## src/rtl/rowmatch_pkg.sv

```systemverilog
package rowmatch_pkg;

    localparam int OPC_W     = 8;
    localparam int NUM_ROWS  = 4;
    localparam int NUM_ACTS  = 4;
    localparam int LAST_SLOT = 2;
    localparam int CYC_W     = $clog2(LAST_SLOT + 2);
    localparam int ACT_W     = $clog2(NUM_ACTS);

    localparam int ACT_OPERAND = 0;
    localparam int ACT_LOAD_A  = 1;
    localparam int ACT_LOAD_X  = 2;
    localparam int ACT_NEXT    = 3;

    typedef struct packed {
        logic [OPC_W-1:0] mask;
        logic [OPC_W-1:0] value;
        logic [CYC_W-1:0] slot;
        logic [ACT_W-1:0] act;
    } row_t;

    function automatic row_t row_at(input int idx);
        row_t r;
        case (idx)
            0:       r = '{mask: 8'hF0, value: 8'hA0, slot: CYC_W'(0), act: ACT_W'(ACT_OPERAND)};
            1:       r = '{mask: 8'hF1, value: 8'hA1, slot: CYC_W'(1), act: ACT_W'(ACT_LOAD_A)};
            2:       r = '{mask: 8'hF2, value: 8'hA2, slot: CYC_W'(1), act: ACT_W'(ACT_LOAD_X)};
            default: r = '{mask: 8'hF0, value: 8'hA0, slot: CYC_W'(LAST_SLOT), act: ACT_W'(ACT_NEXT)};
        endcase
        return r;
    endfunction

endpackage

```

## src/rtl/rowmatch_array.sv

```systemverilog
module rowmatch_array
    import rowmatch_pkg::*;
(
    input  logic [OPC_W-1:0]    opcode_i,
    input  logic [CYC_W-1:0]    cyc_i,
    input  logic                exec_i,
    output logic [NUM_ACTS-1:0] strobe_o
);

    logic [NUM_ROWS-1:0] hit;

    for (genvar r = 0; r < NUM_ROWS; r++) begin : g_row
        localparam row_t ROW = row_at(r);
        assign hit[r] = exec_i
                     && ((opcode_i & ROW.mask) == ROW.value)
                     && (cyc_i == ROW.slot);
    end

    always_comb begin
        strobe_o = '0;
        for (int r = 0; r < NUM_ROWS; r++) begin
            if (hit[r]) begin
                strobe_o[row_at(r).act] = 1'b1;
            end
        end
    end

endmodule

```

## src/rtl/rowmatch_seq.sv

```systemverilog
module rowmatch_seq
    import rowmatch_pkg::*;
#(
    parameter int ADDR_W = 8
) (
    input  logic              clk,
    input  logic              rst_n,
    input  logic [OPC_W-1:0]  fetch_byte_i,
    input  logic              operand_i,
    input  logic              next_i,
    output logic [ADDR_W-1:0] pc_o,
    output logic [OPC_W-1:0]  opcode_o,
    output logic [CYC_W-1:0]  cyc_o,
    output logic              exec_o,
    output logic              halted_o
);

    localparam logic [CYC_W-1:0] SLOT_END = CYC_W'(LAST_SLOT);

    typedef struct packed {
        logic [ADDR_W-1:0] pc;
        logic [OPC_W-1:0]  opcode;
        logic [CYC_W-1:0]  cyc;
        logic              fetch;
    } seq_state_t;

    seq_state_t st_d, st_q;

    always_comb begin
        st_d = st_q;
        if (st_q.fetch) begin
            st_d.opcode = fetch_byte_i;
            st_d.pc     = st_q.pc + ADDR_W'(1);
            st_d.cyc    = '0;
            st_d.fetch  = 1'b0;
        end else begin
            if (operand_i) begin
                st_d.pc = st_q.pc + ADDR_W'(1);
            end
            if (next_i) begin
                st_d.fetch = 1'b1;
                st_d.cyc   = '0;
            end else if (st_q.cyc <= SLOT_END) begin
                st_d.cyc = st_q.cyc + CYC_W'(1);
            end
        end
    end

    always_ff @(posedge clk) begin
        if (!rst_n) begin
            st_q <= '{pc: '0, opcode: '0, cyc: '0, fetch: 1'b1};
        end else begin
            st_q <= st_d;
        end
    end

    assign pc_o     = st_q.pc;
    assign opcode_o = st_q.opcode;
    assign cyc_o    = st_q.cyc;
    assign exec_o   = !st_q.fetch;
    assign halted_o = !st_q.fetch && (st_q.cyc > SLOT_END);

    AST_FETCH_ADVANCES: assert property (@(posedge clk) disable iff (!rst_n)
        !exec_o |=> pc_o == $past(pc_o) + ADDR_W'(1));
    AST_SLOT_RESTART: assert property (@(posedge clk) disable iff (!rst_n)
        !exec_o |=> exec_o && cyc_o == '0);
    AST_HALT_STICKY: assert property (@(posedge clk) disable iff (!rst_n)
        halted_o |=> halted_o);
    AST_HALT_PC_FROZEN: assert property (@(posedge clk) disable iff (!rst_n)
        halted_o |=> $stable(pc_o));

endmodule

```

## src/rtl/rowmatch_dp.sv

```systemverilog
module rowmatch_dp #(
    parameter int DATA_W = 8
) (
    input  logic              clk,
    input  logic              rst_n,
    input  logic [DATA_W-1:0] rdata_i,
    input  logic              ld_bus_i,
    input  logic              ld_a_i,
    input  logic              ld_x_i,
    output logic [DATA_W-1:0] acc_o,
    output logic [DATA_W-1:0] xreg_o
);

    typedef struct packed {
        logic [DATA_W-1:0] bus;
        logic [DATA_W-1:0] acc;
        logic [DATA_W-1:0] xr;
    } dp_state_t;

    dp_state_t dp_d, dp_q;

    always_comb begin
        dp_d = dp_q;
        if (ld_bus_i) dp_d.bus = rdata_i;
        if (ld_a_i)   dp_d.acc = dp_q.bus;
        if (ld_x_i)   dp_d.xr  = dp_q.bus;
    end

    always_ff @(posedge clk) begin
        if (!rst_n) begin
            dp_q <= '0;
        end else begin
            dp_q <= dp_d;
        end
    end

    assign acc_o  = dp_q.acc;
    assign xreg_o = dp_q.xr;

    AST_ACC_HOLDS: assert property (@(posedge clk) disable iff (!rst_n)
        !ld_a_i |=> $stable(acc_o));
    AST_XREG_HOLDS: assert property (@(posedge clk) disable iff (!rst_n)
        !ld_x_i |=> $stable(xreg_o));
    AST_DUAL_LOAD_EQUAL: assert property (@(posedge clk) disable iff (!rst_n)
        (ld_a_i && ld_x_i) |=> acc_o == xreg_o);

endmodule

```

## src/rtl/rowmatch_core.sv

```systemverilog
module rowmatch_core
    import rowmatch_pkg::*;
#(
    parameter int DATA_W = 8,
    parameter int ADDR_W = 8
) (
    input  logic              clk,
    input  logic              rst_n,
    input  logic [DATA_W-1:0] mem_rdata_i,
    output logic [ADDR_W-1:0] mem_addr_o,
    output logic              halted_o,
    output logic [DATA_W-1:0] acc_o,
    output logic [DATA_W-1:0] xreg_o
);

    logic [OPC_W-1:0]    opcode;
    logic [CYC_W-1:0]    cyc;
    logic                exec;
    logic [NUM_ACTS-1:0] strobe;

    rowmatch_seq #(.ADDR_W(ADDR_W)) u_seq (
        .clk          (clk),
        .rst_n        (rst_n),
        .fetch_byte_i (mem_rdata_i[OPC_W-1:0]),
        .operand_i    (strobe[ACT_OPERAND]),
        .next_i       (strobe[ACT_NEXT]),
        .pc_o         (mem_addr_o),
        .opcode_o     (opcode),
        .cyc_o        (cyc),
        .exec_o       (exec),
        .halted_o     (halted_o)
    );

    rowmatch_array u_array (
        .opcode_i (opcode),
        .cyc_i    (cyc),
        .exec_i   (exec),
        .strobe_o (strobe)
    );

    rowmatch_dp #(.DATA_W(DATA_W)) u_dp (
        .clk      (clk),
        .rst_n    (rst_n),
        .rdata_i  (mem_rdata_i),
        .ld_bus_i (strobe[ACT_OPERAND]),
        .ld_a_i   (strobe[ACT_LOAD_A]),
        .ld_x_i   (strobe[ACT_LOAD_X]),
        .acc_o    (acc_o),
        .xreg_o   (xreg_o)
    );

    AST_HALT_DATA_FROZEN: assert property (@(posedge clk) disable iff (!rst_n)
        halted_o |=> $stable(acc_o) && $stable(xreg_o));

endmodule

```

## config.mk

```make
export PLATFORM = sky130hd
export DESIGN_NAME = rowmatch_core
export DESIGN_NICKNAME = d
export VERILOG_FILES = /design/src/rtl/rowmatch_pkg.sv /design/src/rtl/rowmatch_array.sv /design/src/rtl/rowmatch_seq.sv /design/src/rtl/rowmatch_dp.sv /design/src/rtl/rowmatch_core.sv
export SDC_FILE = /design/constraint.sdc
export NUM_CORES = 1
export LEC_CHECK = 0
export BUFFER_PORTS_ARGS = -buffer_cell sky130_fd_sc_hd__buf_2
export CAP_MARGIN = 20
export CORE_AREA = 4 4 62 64
export DETAILED_ROUTE_END_ITERATION = 8
export DIE_AREA = 0 0 66 68
export GPL_TIMING_DRIVEN = 0
export PLACE_DENSITY = 0.81
export SLEW_MARGIN = 40
export SYNTH_ARGS = -nofsm -noshare
export SYNTH_HDL_FRONTEND = slang
export SYNTH_SLANG_ARGS = --single-unit
export TNS_END_PERCENT = 5
```

## constraint.sdc

```tcl
create_clock -name clk -period 2.7 [get_ports clk]
set_clock_uncertainty 0.2 [all_clocks]
set_input_delay 0.54 -clock clk [delete_from_list [all_inputs] [get_ports clk]]
set_output_delay 0.54 -clock clk [all_outputs]
set_load 0.05 [all_outputs]
```

After elaboration in Yosys (flattened, before gate mapping) --
Cells that the tools add are included. Widths: inputs -> output; s select.
Storage, ports and cells: register bits 43, input bits 10, output and inout bits 25, logic and storage cells 64
Operators by class: add/sub/neg operators 2, magnitude comparators 10, equal/unequal tests 5, multiplexer cells 20, bitwise operators 4, reductions and logical operators 16
Operator list (count):
- $mux 4 | 4
- $mux 8 | 2
- $logic_and 1x1->1 | 12
- $lt 2x3->1 const B | 4
- $or 4x4->4 | 3
- $eq 5x5->1 const B | 2
- $add 8x1->8 const B | 1
- $demux 1 s2 | 4
- $ge 2x1->1 const B | 4
- $mux 2 | 4
- $mux 1 | 6
- $eq 4x4->1 const B | 1
- $reduce_or 3->1 | 1
- $add 2x1->2 const B | 1
- $eq 2x1->1 const B | 1
- $eq 2x2->1 const B | 1
- $gt 2x2->1 const B | 1
- $le 2x2->1 const B | 1
- $logic_not 2->1 | 1
- $reduce_bool 2->1 | 1
- $logic_not 1->1 | 1
- $not 1->1 | 1

Longest topological paths before layout --
Gate-level depths: netlist (run 1).
depth in word-level cells 17, mapped depth 6, mapped depth without buffers 6

Cells and area by module --
From an unflattened synthesis (run 1), not the netlist that was laid out.
Second synthesis, totals: cell total of the unflattened synthesis 197, area, all modules 2038.2 µm²
By module, submodules not included:
- rowmatch_dp | instances 1, cells each 93, area each 1034.7 µm², seq. area each 480.5 µm²
- rowmatch_seq | instances 1, cells each 95, area each 935.9 µm², seq. area each 380.4 µm²
- rowmatch_array | instances 1, cells each 9, area each 67.6 µm², seq. area each 0.0 µm²

Worst setup path after synthesis (run 1) --
OpenSTA, ideal clock, no wires.
path type register to output, start reg u_seq.st_q (netlist bit u_seq.cyc_o[0]), end out halted_o, data arrival time 1315 ps, required time 1960 ps, path slack 645 ps, cell stages (with the launch flop) 3, buffers on the path 0, cells stage by stage dfxtp_1 ha_1 nor2b_1
Between the ends: word-level cells in the longest chain between the ends 2
RTL lines:
- start, declared | RTL line rowmatch_seq.sv:27 | seq_state_t st_d, st_q;
- start signal, assigned | RTL line rowmatch_seq.sv:51 | st_q <= '{pc: '0, opcode: '0, cyc: '0, fetch: 1'b1};
- start signal, assigned | RTL line rowmatch_seq.sv:53 | st_q <= st_d;
- $gt 2x2->1 | RTL line rowmatch_seq.sv:61 | assign halted_o = !st_q.fetch && (st_q.cyc > SLOT_END);
- $logic_and 1x1->1 | RTL line rowmatch_seq.sv:61
- end, declared | RTL line rowmatch_core.sv:11 | output logic halted_o,
Every way passes these cells.

Worst setup path after layout (run 1) --
Ends and elaborated chain as after synthesis.

==> results_dict.tcl, run 1 <==
set metrics [dict create \
    status "completed" \
    viasPerCell 4.85 \
    critPathBufInv 1 \
    critPathTopFamily "flip-flops" \
    numClockSinks 41 \
    synth.top_cell.area_share_pct 44.2 \
    grt-ovfl-total 0 \
    fin_ws_ps 540 \
    final_net_count 250 \
    syn_area_per_cell_sq_um 9.52 \
    htree_num_levels 2 \
    ys_top_cells_by_area "dfxtp_1 44%, mux2i_1 18%, buf_4 9.7%, nand2_1 5.7%, nor2_1 4.0%" \
    cpMaxStageDelayCell "dfxtp_1" \
    power.leakage_uw 0.00108 \
    seq_power_share_pct 52.0 \
    arrival_ps 1420 \
    gr-usage-all-layers_pct 16.4 \
    worstRegToRegCells 6 \
    cts_tree "yes" \
    yosysWarnings 0 \
    grt_max_degree 15 \
    drt_wl_total_mm 3.31 \
    holdPathEnd "u_dp.dp_q[19]" \
    r2r_end "u_seq.pc_o[7]" \
    grt_first_pass_wirelength_mm 5.53 \
    multi_input_area_sq_um 811 \
    crit_path_end_kind "output port" \
    pwr-share-clk_pct 41.6 \
    slowest_delay_ps 420 \
    die_area_sq_um 4490 \
    p_sw_uw 276 \
    sw_frac_of_total_pct 22.7 \
    layout_common_cells "41 x dfxtp_1, 35 x buf_2, 33 x mux2i_1" \
    hpwl_mm 2.41 \
    worst_skew_pair.late_latency_ps 360 \
    tightestPinTransition_ps 498 \
    cts_setup_buffers 0 \
    whs_path_depth 3 \
    port_buffers 33 \
    n_fill_cell 276 \
    period_share_pct 80.0 \
    stdcell_count 282 \
    r2r-start "u_seq.cyc_o[0]" \
    slew_headroom_pct 66.8 \
    final_common_cell "dfxtp_1" \
    critPathLaunchType "flip-flop" \
    critPathRequiredTime_ps 1960 \
    antenna_found_initial 0 \
    cts_hold_buffers 0 \
    hold_start "mem_rdata_i[3]" \
    ys_seq_area_share_pct 44.2 \
    wl_per_cell_um 11.7 \
    cts_buffers 5 \
    hold_viol 0 \
    drv_cap 0 \
    clockRootBuffer "clkbuf_4" \
    core_region_area_sq_um 3280 \
    gp_congestion 0.789 \
    fp.dieW_um 66 \
    cts_resized 0 \
    syn-num-nets 210 \
    holdCritPathClass "in2reg" \
    fin_crit_ps 2160 \
    io_pins 35 \
    critPathKind "reg2out" \
    rsz0062_at_grt "false" \
    syn2layout_area_growth_pct 17.7 \
    ff_latch_area_sq_um 821 \
    grt_pass1_vias 1281 \
    tns_ps 0 \
    synth.distinct_cells 31 \
    drive_above_1_share_pct 30.1 \
    rrSetupSlack_ps 800 \
    power_frac_comb_pct 6.4 \
    syn_inst 195 \
    ir_worst_vdd_uv 389 \
    finalMaxSlewViolations 0 \
    drtIter0Drc 35 \
    dp_cells 274 \
    clock_path_buffers 2 \
    drtPass1Iterations 4 \
    worst-path-max-fanout 4 \
    antennaDiodeCount 0 \
    p_int_uw 938 \
    power_density_nw_per_um2 555 \
    cp_cell_sequence "ha_1 -> nor2b_1 -> buf_2" \
    syn_area_sq_um 1860 \
    clkTransAtPathRegs_ps 130 \
    fp.dieH_um 68 \
    ys_seq_elements 41 \
    start_util_pct 56.5 \
    fin_util_pct 66.5 \
    max_freq_mhz 463 \
    drcViolationCount 0 \
    ant_nets 0 \
    num_rows 21 \
    vias 1368 \
    synth_top_area_cell "dfxtp_1" \
    post-place-ws_ps 703 \
    final-setup-viol-count 0 \
]
## worst min-delay path, stage by stage
cell	delay, ps
buf_2	80
mux2i_1	60
nor2_1	70
## sequential cells by signal, indices dropped and copies added (netlist names)
name and flops:
u_dp.dp_q 8, u_dp.acc_o 8, u_seq.cyc_o 2, u_seq.st_q 1
u_dp.xreg_o 8, u_seq.opcode_o 6, u_seq.pc_o 8
## power by group through the flow
stage | clock network [uW] | registers, uW | logic (uW)
2_1_floorplan | 0 | 640 | 57.6
3_3_place_gp | 0 | 644 | 77.2
3_5_place_dp | 0 | 644 | 78.1
4_1_cts | 514 | 631 | 78.5
5_1_grt | 535 | 633 | 86.0
6_report | 505 | 631 | 77.6
## through the flow
step | hold slack [ps] | power [uW] | instance area (sq um)
after floorplan | 239 | 698 | 1860
after global placement | 248 | 721 | 2080
after detailed placement | 253 | 722 | 2080
after CTS | 201 | 1220 | 2180
after global routing | 223 | 1250 | 2180
final | 208 | 1210 | 2180
## worst max path at each step
stage / from / endpoint / slack (ps) / depth (start not counted)
floorplan: u_seq.cyc_o[0] / halted_o / 650 / 2
global placement: rst_n / u_dp.acc_o[7] / 780 / 4
detailed placement: rst_n / u_dp.acc_o[7] / 700 / 4
CTS: u_seq.cyc_o[0] / halted_o / 510 / 3
global route: u_seq.cyc_o[0] / halted_o / 430 / 3
finish: u_seq.cyc_o[0] / halted_o / 540 / 3
## routing by layer
| metal | vias to the layer above | wire length, um | global-route usage (%) |
|---|---|---|---|
| met1 | 627 | 1540 | 19.5 |
| met3 | 8 | 160 | 4.43 |
| met5 | - | 0 | 0 |
| met2 | 24 | 1530 | 26.9 |
| met4 | 0 | 80 | 9.14 |
| li1 | 709 | - | - |
## cell usage after synthesis
| library cell | count |
|---|---|
| clkbuf_1 | 4 |
| nand2b_1 | 1 |
| a21oi_2 | 1 |
| a21oi_1 | 3 |
| a31oi_1 | 1 |
| nor2b_1 | 1 |
| nand4b_1 | 2 |
| buf_2 | 2 |
| or4_1 | 1 |
| ha_1 | 5 |
| nor3_2 | 1 |
| or3_1 | 2 |
| nand2_1 | 28 |
| nand3b_1 | 1 |
| nand3_1 | 2 |
| nand3_2 | 2 |
| o31ai_1 | 1 |
| xnor2_1 | 1 |
| nand4_1 | 3 |
| mux2i_1 | 33 |
| o21ai_0 | 3 |
| dfxtp_1 | 41 |
| buf_4 | 24 |
| nor2_1 | 20 |
| and2_1 | 1 |
| xor2_1 | 3 |
| a211o_1 | 1 |
| nor4b_1 | 1 |
| inv_1 | 4 |
| and4b_1 | 1 |
| buf_1 | 1 |
## cell families (layout without fill, tap and decap cells)
family,Yosys count,after routing,share of synthesized area (%)
fa+ha+maj,5,5,3.37
buf+inv,35,76,12.1
flops,41,41,44.2
xor+xnor,4,4,1.89
mux,33,33,17.8
simple gates,67,67,17.3
compound gates,10,10,3.30
## layout make-up
type | count | share of cell area [%]
Timing Repair Buffer | 33 | 7.56
Inverter | 4 | 0.687
Tap cell | 46 | 2.63
Clock buffer | 5 | 1.72
Sequential cell | 41 | 37.6
Clock inverter | 3 | 3.15
Multi-Input combinational cell | 119 | 37.1
Buffer | 31 | 9.56
(Power assumes the default switching activity.)
==> run 2: changes to the inputs <==
--- a/config.mk
+++ b/config.mk
@@ -7,11 +7,11 @@
 export LEC_CHECK = 0
 export BUFFER_PORTS_ARGS = -buffer_cell sky130_fd_sc_hd__buf_2
 export CAP_MARGIN = 20
-export CORE_AREA = 4 4 62 64
+export CORE_AREA = 4 4 64 66
 export DETAILED_ROUTE_END_ITERATION = 8
-export DIE_AREA = 0 0 66 68
+export DIE_AREA = 0 0 68 70
 export GPL_TIMING_DRIVEN = 0
-export PLACE_DENSITY = 0.81
+export PLACE_DENSITY = 0.76
 export SLEW_MARGIN = 40
 export SYNTH_ARGS = -nofsm -noshare
 export SYNTH_HDL_FRONTEND = slang
==> constraint.sdc (replaced) <==
create_clock -name clk -period 2.19 [get_ports clk]
set_clock_uncertainty 0.2 [all_clocks]
set_input_delay 0.438 -clock clk [delete_from_list [all_inputs] [get_ports clk]]
set_output_delay 0.438 -clock clk [all_outputs]
set_load 0.05 [all_outputs]
==> results_dict.tcl, run 2 (same netlist as run 1, synthesis figures left out) <==
set metrics [dict create \
    rrSetupSlack_ps 260 \
    multi_input_area_sq_um 811 \
    sw_frac_of_total_pct 23.6 \
    routed.top_layer "met4" \
    antennaDiodeCount 0 \
    power_frac_comb_pct 6.9 \
    drtPass1Iterations 4 \
    p_int_uw 1070 \
    status "completed" \
    htree_num_levels 2 \
    final_common_cell "dfxtp_1" \
    cts_tree "yes" \
    layout_common_cells "41 x dfxtp_1, 35 x buf_2, 33 x mux2i_1" \
    fp.dieW_um 68 \
    die_area_sq_um 4760 \
    grt-ovfl-total 0 \
    viasPerCell 4.80 \
    routed-wl-met3_um 151 \
    final_net_count 250 \
    port_buffers 33 \
    crit_path_end_kind "output port" \
    cts_resized 0 \
    power_density_nw_per_um2 644 \
    drcViolationCount 0 \
    drt_wl_total_mm 3.28 \
    gr-usage-all-layers_pct 15.5 \
    holdPathEnd "u_dp.dp_q[18]" \
    drv_cap 0 \
    pwr-share-clk_pct 37.6 \
    critPathKind "reg2out" \
    hold_start "mem_rdata_i[2]" \
    arrival_ps 1430 \
    slew_headroom_pct 67.2 \
    worstRegToRegCells 6 \
    power.leakage_uw 0.00107 \
    clock_path_buffers 2 \
    wl_per_cell_um 11.6 \
    hold_slack_ps 107 \
    r2r_end "u_seq.pc_o[7]" \
    drive_above_1_share_pct 30.1 \
    tns_ps 0 \
    rsz0062_at_grt "false" \
    num_rows 22 \
    fp.dieH_um 70 \
    whs_path_depth 3 \
    dpl_cell_area_sq_um 2080 \
    n_fill_cell 322 \
    ant_nets 0 \
    numClockSinks 41 \
    io_pins 35 \
    core_region_area_sq_um 3580 \
    tightestPinTransition_ps 492 \
    grt_first_pass_wirelength_mm 5.53 \
    seq_power_share_pct 55.6 \
    critPathLaunchType "flip-flop" \
    hpwl_mm 2.44 \
    vias 1364 \
    final-setup-viol-count 0 \
    drtIter0Drc 67 \
    design_area_sq_um 2170 \
    critPathRequiredTime_ps 1550 \
    design_power_total_uw 1400 \
    fin_crit_ps 2070 \
    worst_skew_pair.late_latency_ps 370 \
    period_share_pct 94.5 \
    finalMaxSlewViolations 0 \
    ff_latch_area_sq_um 821 \
    fin_util_pct 60.6 \
    r2r-start "u_seq.cyc_o[0]" \
    cts_setup_buffers 0 \
    p_sw_uw 330 \
    clkTransAtPathRegs_ps 120 \
    gp_congestion 0.814 \
    start_util_pct 51.9 \
    syn2layout_area_growth_pct 16.9 \
    antenna_found_initial 0 \
    cts_hold_buffers 0 \
    cts_buffers 5 \
    max_freq_mhz 483 \
    drt-met1-wl_mm 1.44 \
    wl_met2_mm 1.62 \
    grt_pass1_vias 1303 \
    holdCritPathClass "in2reg" \
    worst-path-max-fanout 4 \
    hold_viol 0 \
    ir_worst_vdd_uv 319 \
    clockRootBuffer "clkbuf_4" \
    grt_max_degree 14 \
]
[run 2: layer usage]
layer / global-route usage (%) / up-vias
met2: 24.5 / 23
met5: 0 / -
met4: 8.61 / 0
li1: - / 703
met3: 3.86 / 9
met1: 18.6 / 629
[run 2: cell type report]
| class | count | area share [%] |
|---|---|---|
| tap | 48 | 2.77 |
| timing repair buffer | 33 | 7.61 |
| multi-input combinational | 119 | 37.4 |
| inverter | 4 | 0.692 |
| sequential | 41 | 37.8 |
| buffer | 31 | 9.63 |
| clock buffer | 6 | 2.36 |
| clock inverter | 2 | 1.73 |
[run 2: worst max path at each step]
| stage | endpoint | from | slack [ps] | cells past startpoint |
|---|---|---|---|---|
| after CTS | halted_o | u_seq.cyc_o[0] | 80 | 3 |
| final | halted_o | u_seq.cyc_o[0] | 120 | 3 |
| after global routing | halted_o | u_seq.cyc_o[0] | 40 | 3 |
| after floorplan | halted_o | u_seq.cyc_o[0] | 240 | 2 |
| after global placement | u_seq.pc_o[7] | u_seq.cyc_o[0] | 320 | 6 |
| after detailed placement | u_seq.pc_o[7] | u_seq.cyc_o[0] | 290 | 6 |
[run 2: power groups by stage]
stage,Clock (uW),Combinational (uW),Sequential (uW)
after floorplan,0,71.1,789
after global placement,0,95.4,794
after detailed placement,0,96.5,794
after CTS,539,96.9,777
after global routing,563,106,780
final,525,95.8,777
[run 2: metrics by stage]
| step | setup WS, ps | std cells |
|---|---|---|
| floorplan | 237 | 195 |
| global placement | 321 | 276 |
| detailed placement | 293 | 276 |
| CTS | 82.6 | 284 |
| global route | 40.2 | 284 |
| finish | 120 | 284 |
[run 2: critical path: stages, from the launching register on]
cell and delay, ps:
dfxtp_1 420, ha_1 230, nor2b_1 150, buf_2 270
==> run 3: changes to the inputs <==
--- a/config.mk
+++ b/config.mk
@@ -11,6 +11,7 @@
 export DETAILED_ROUTE_END_ITERATION = 8
 export DIE_AREA = 0 0 68 70
 export GPL_TIMING_DRIVEN = 0
+export MAX_ROUTING_LAYER = met4
 export PLACE_DENSITY = 0.76
 export SLEW_MARGIN = 40
 export SYNTH_ARGS = -nofsm -noshare
==> results_dict.tcl, run 3 (same netlist as run 1, synthesis figures left out) <==
set metrics [dict create \
    gp_congestion 0.826 \
    tightestPinTransition_ps 490 \
    wl_per_cell_um 11.6 \
    holdCritPathClass "in2reg" \
    sw_frac_of_total_pct 23.6 \
    drv_cap 0 \
    antenna_found_initial 0 \
    slew_headroom_pct 67.4 \
    grt-ovfl-total 0 \
    post-place-ws_ps 293 \
    worst_skew_pair.late_latency_ps 370 \
    gr-usage-all-layers_pct 15.9 \
    syn2layout_area_growth_pct 16.9 \
    grt_max_degree 14 \
    clkTransAtPathRegs_ps 120 \
    drtPass1Iterations 4 \
    rsz0062_at_grt "false" \
    power_density_nw_per_um2 644 \
    fin_crit_ps 2070 \
    num_rows 22 \
    critPathRequiredTime_ps 1550 \
    vias 1360 \
    fin_ws_ps 120 \
    drt_wl_total_mm 3.29 \
    final_net_count 250 \
    finalMaxSlewViolations 0 \
    tns_ps 0 \
    arrival_ps 1430 \
    cts_setup_buffers 0 \
    start_util_pct 51.9 \
    die_area_sq_um 4760 \
    port_buffers 33 \
    hold_viol 0 \
    grt_first_pass_wirelength_mm 5.53 \
    clock_path_buffers 2 \
    cts_resized 0 \
    p_int_uw 1070 \
    cts_buffers 5 \
    final-setup-viol-count 0 \
    htree_num_levels 2 \
    drcViolationCount 0 \
    cts_tree "yes" \
    antennaDiodeCount 0 \
    numClockSinks 41 \
    fp.dieW_um 68 \
    p_sw_uw 330 \
    power.leakage_uw 0.00107 \
    io_pins 35 \
    max_freq_mhz 483 \
    fp.dieH_um 70 \
    viasPerCell 4.79 \
    ant_nets 0 \
    drtIter0Drc 87 \
    critPathLaunchType "flip-flop" \
    power_frac_comb_pct 6.8 \
    period_share_pct 94.5 \
    hpwl_mm 2.44 \
    ir_worst_vdd_uv 319 \
    cts_hold_buffers 0 \
    layout_common_cells "41 x dfxtp_1, 35 x buf_2, 33 x mux2i_1" \
    clockRootBuffer "clkbuf_4" \
    grt_pass1_vias 1305 \
    critPathKind "reg2out" \
    pwr-share-clk_pct 37.6 \
    crit_path_end_kind "output port" \
    status "completed" \
    core_region_area_sq_um 3580 \
    final_common_cell "dfxtp_1" \
    seq_power_share_pct 55.6 \
    worst-path-max-fanout 4 \
    drive_above_1_share_pct 30.1 \
]
## run 3: area by class of cell
cell class,instances,area (sq um)
fill,322,1410
tap,48,60.1
clock buffer,6,51.3
sequential,41,821
multi-input combinational,119,811
buffer,31,209
inverter,4,15.0
timing repair buffer,33,165
clock inverter,2,37.5
## run 3: stage by stage
step / hold slack [ps] / utilization [%] / total power [uW] / instances / instance area (sq um)
2_1_floorplan: 239 / - / 861 / 195 / 1860
3_3_place_gp: 248 / 58.1 / 889 / 276 / 2080
3_5_place_dp: 253 / 58.1 / 891 / 276 / 2080
4_1_cts: 109 / 60.6 / 1410 / 284 / 2170
5_1_grt: 127 / 60.6 / 1450 / 284 / 2170
6_report: 107 / 60.6 / 1400 / 284 / 2170
## run 3: final timing paths
check / end / slack, ps / cells past startpoint / start
min reg2reg: u_dp.acc_o[3] / 270 / 2 / u_dp.acc_o[3]
max reg2reg: u_seq.pc_o[7] / 260 / 6 / u_seq.cyc_o[0]
min: u_dp.dp_q[18] / 110 / 3 / mem_rdata_i[2]
max: halted_o / 120 / 3 / u_seq.cyc_o[0]
## run 3: layer usage
metal	global-route usage [%]	up-vias	part of all wire (%)
met5	-	-	0
met4	8.61	0	2.2
met3	3.86	9	5.3
met2	24.5	27	49
met1	18.6	622	43
li1	-	702	-
## run 3: worst max-delay path, stage by stage (launching register included)
cell     delay, ps
dfxtp_1        420
ha_1           230
nor2b_1        150
buf_2          270
## run 3: power groups by stage
stage                     combinational, uW  clock, uW  sequential [uW]
after floorplan                        71.1          0              789
after global placement                 95.4          0              794
after detailed placement               96.5          0              794
after CTS                              96.9        539              777
after global routing                    106        563              780
final                                  95.7        525              777
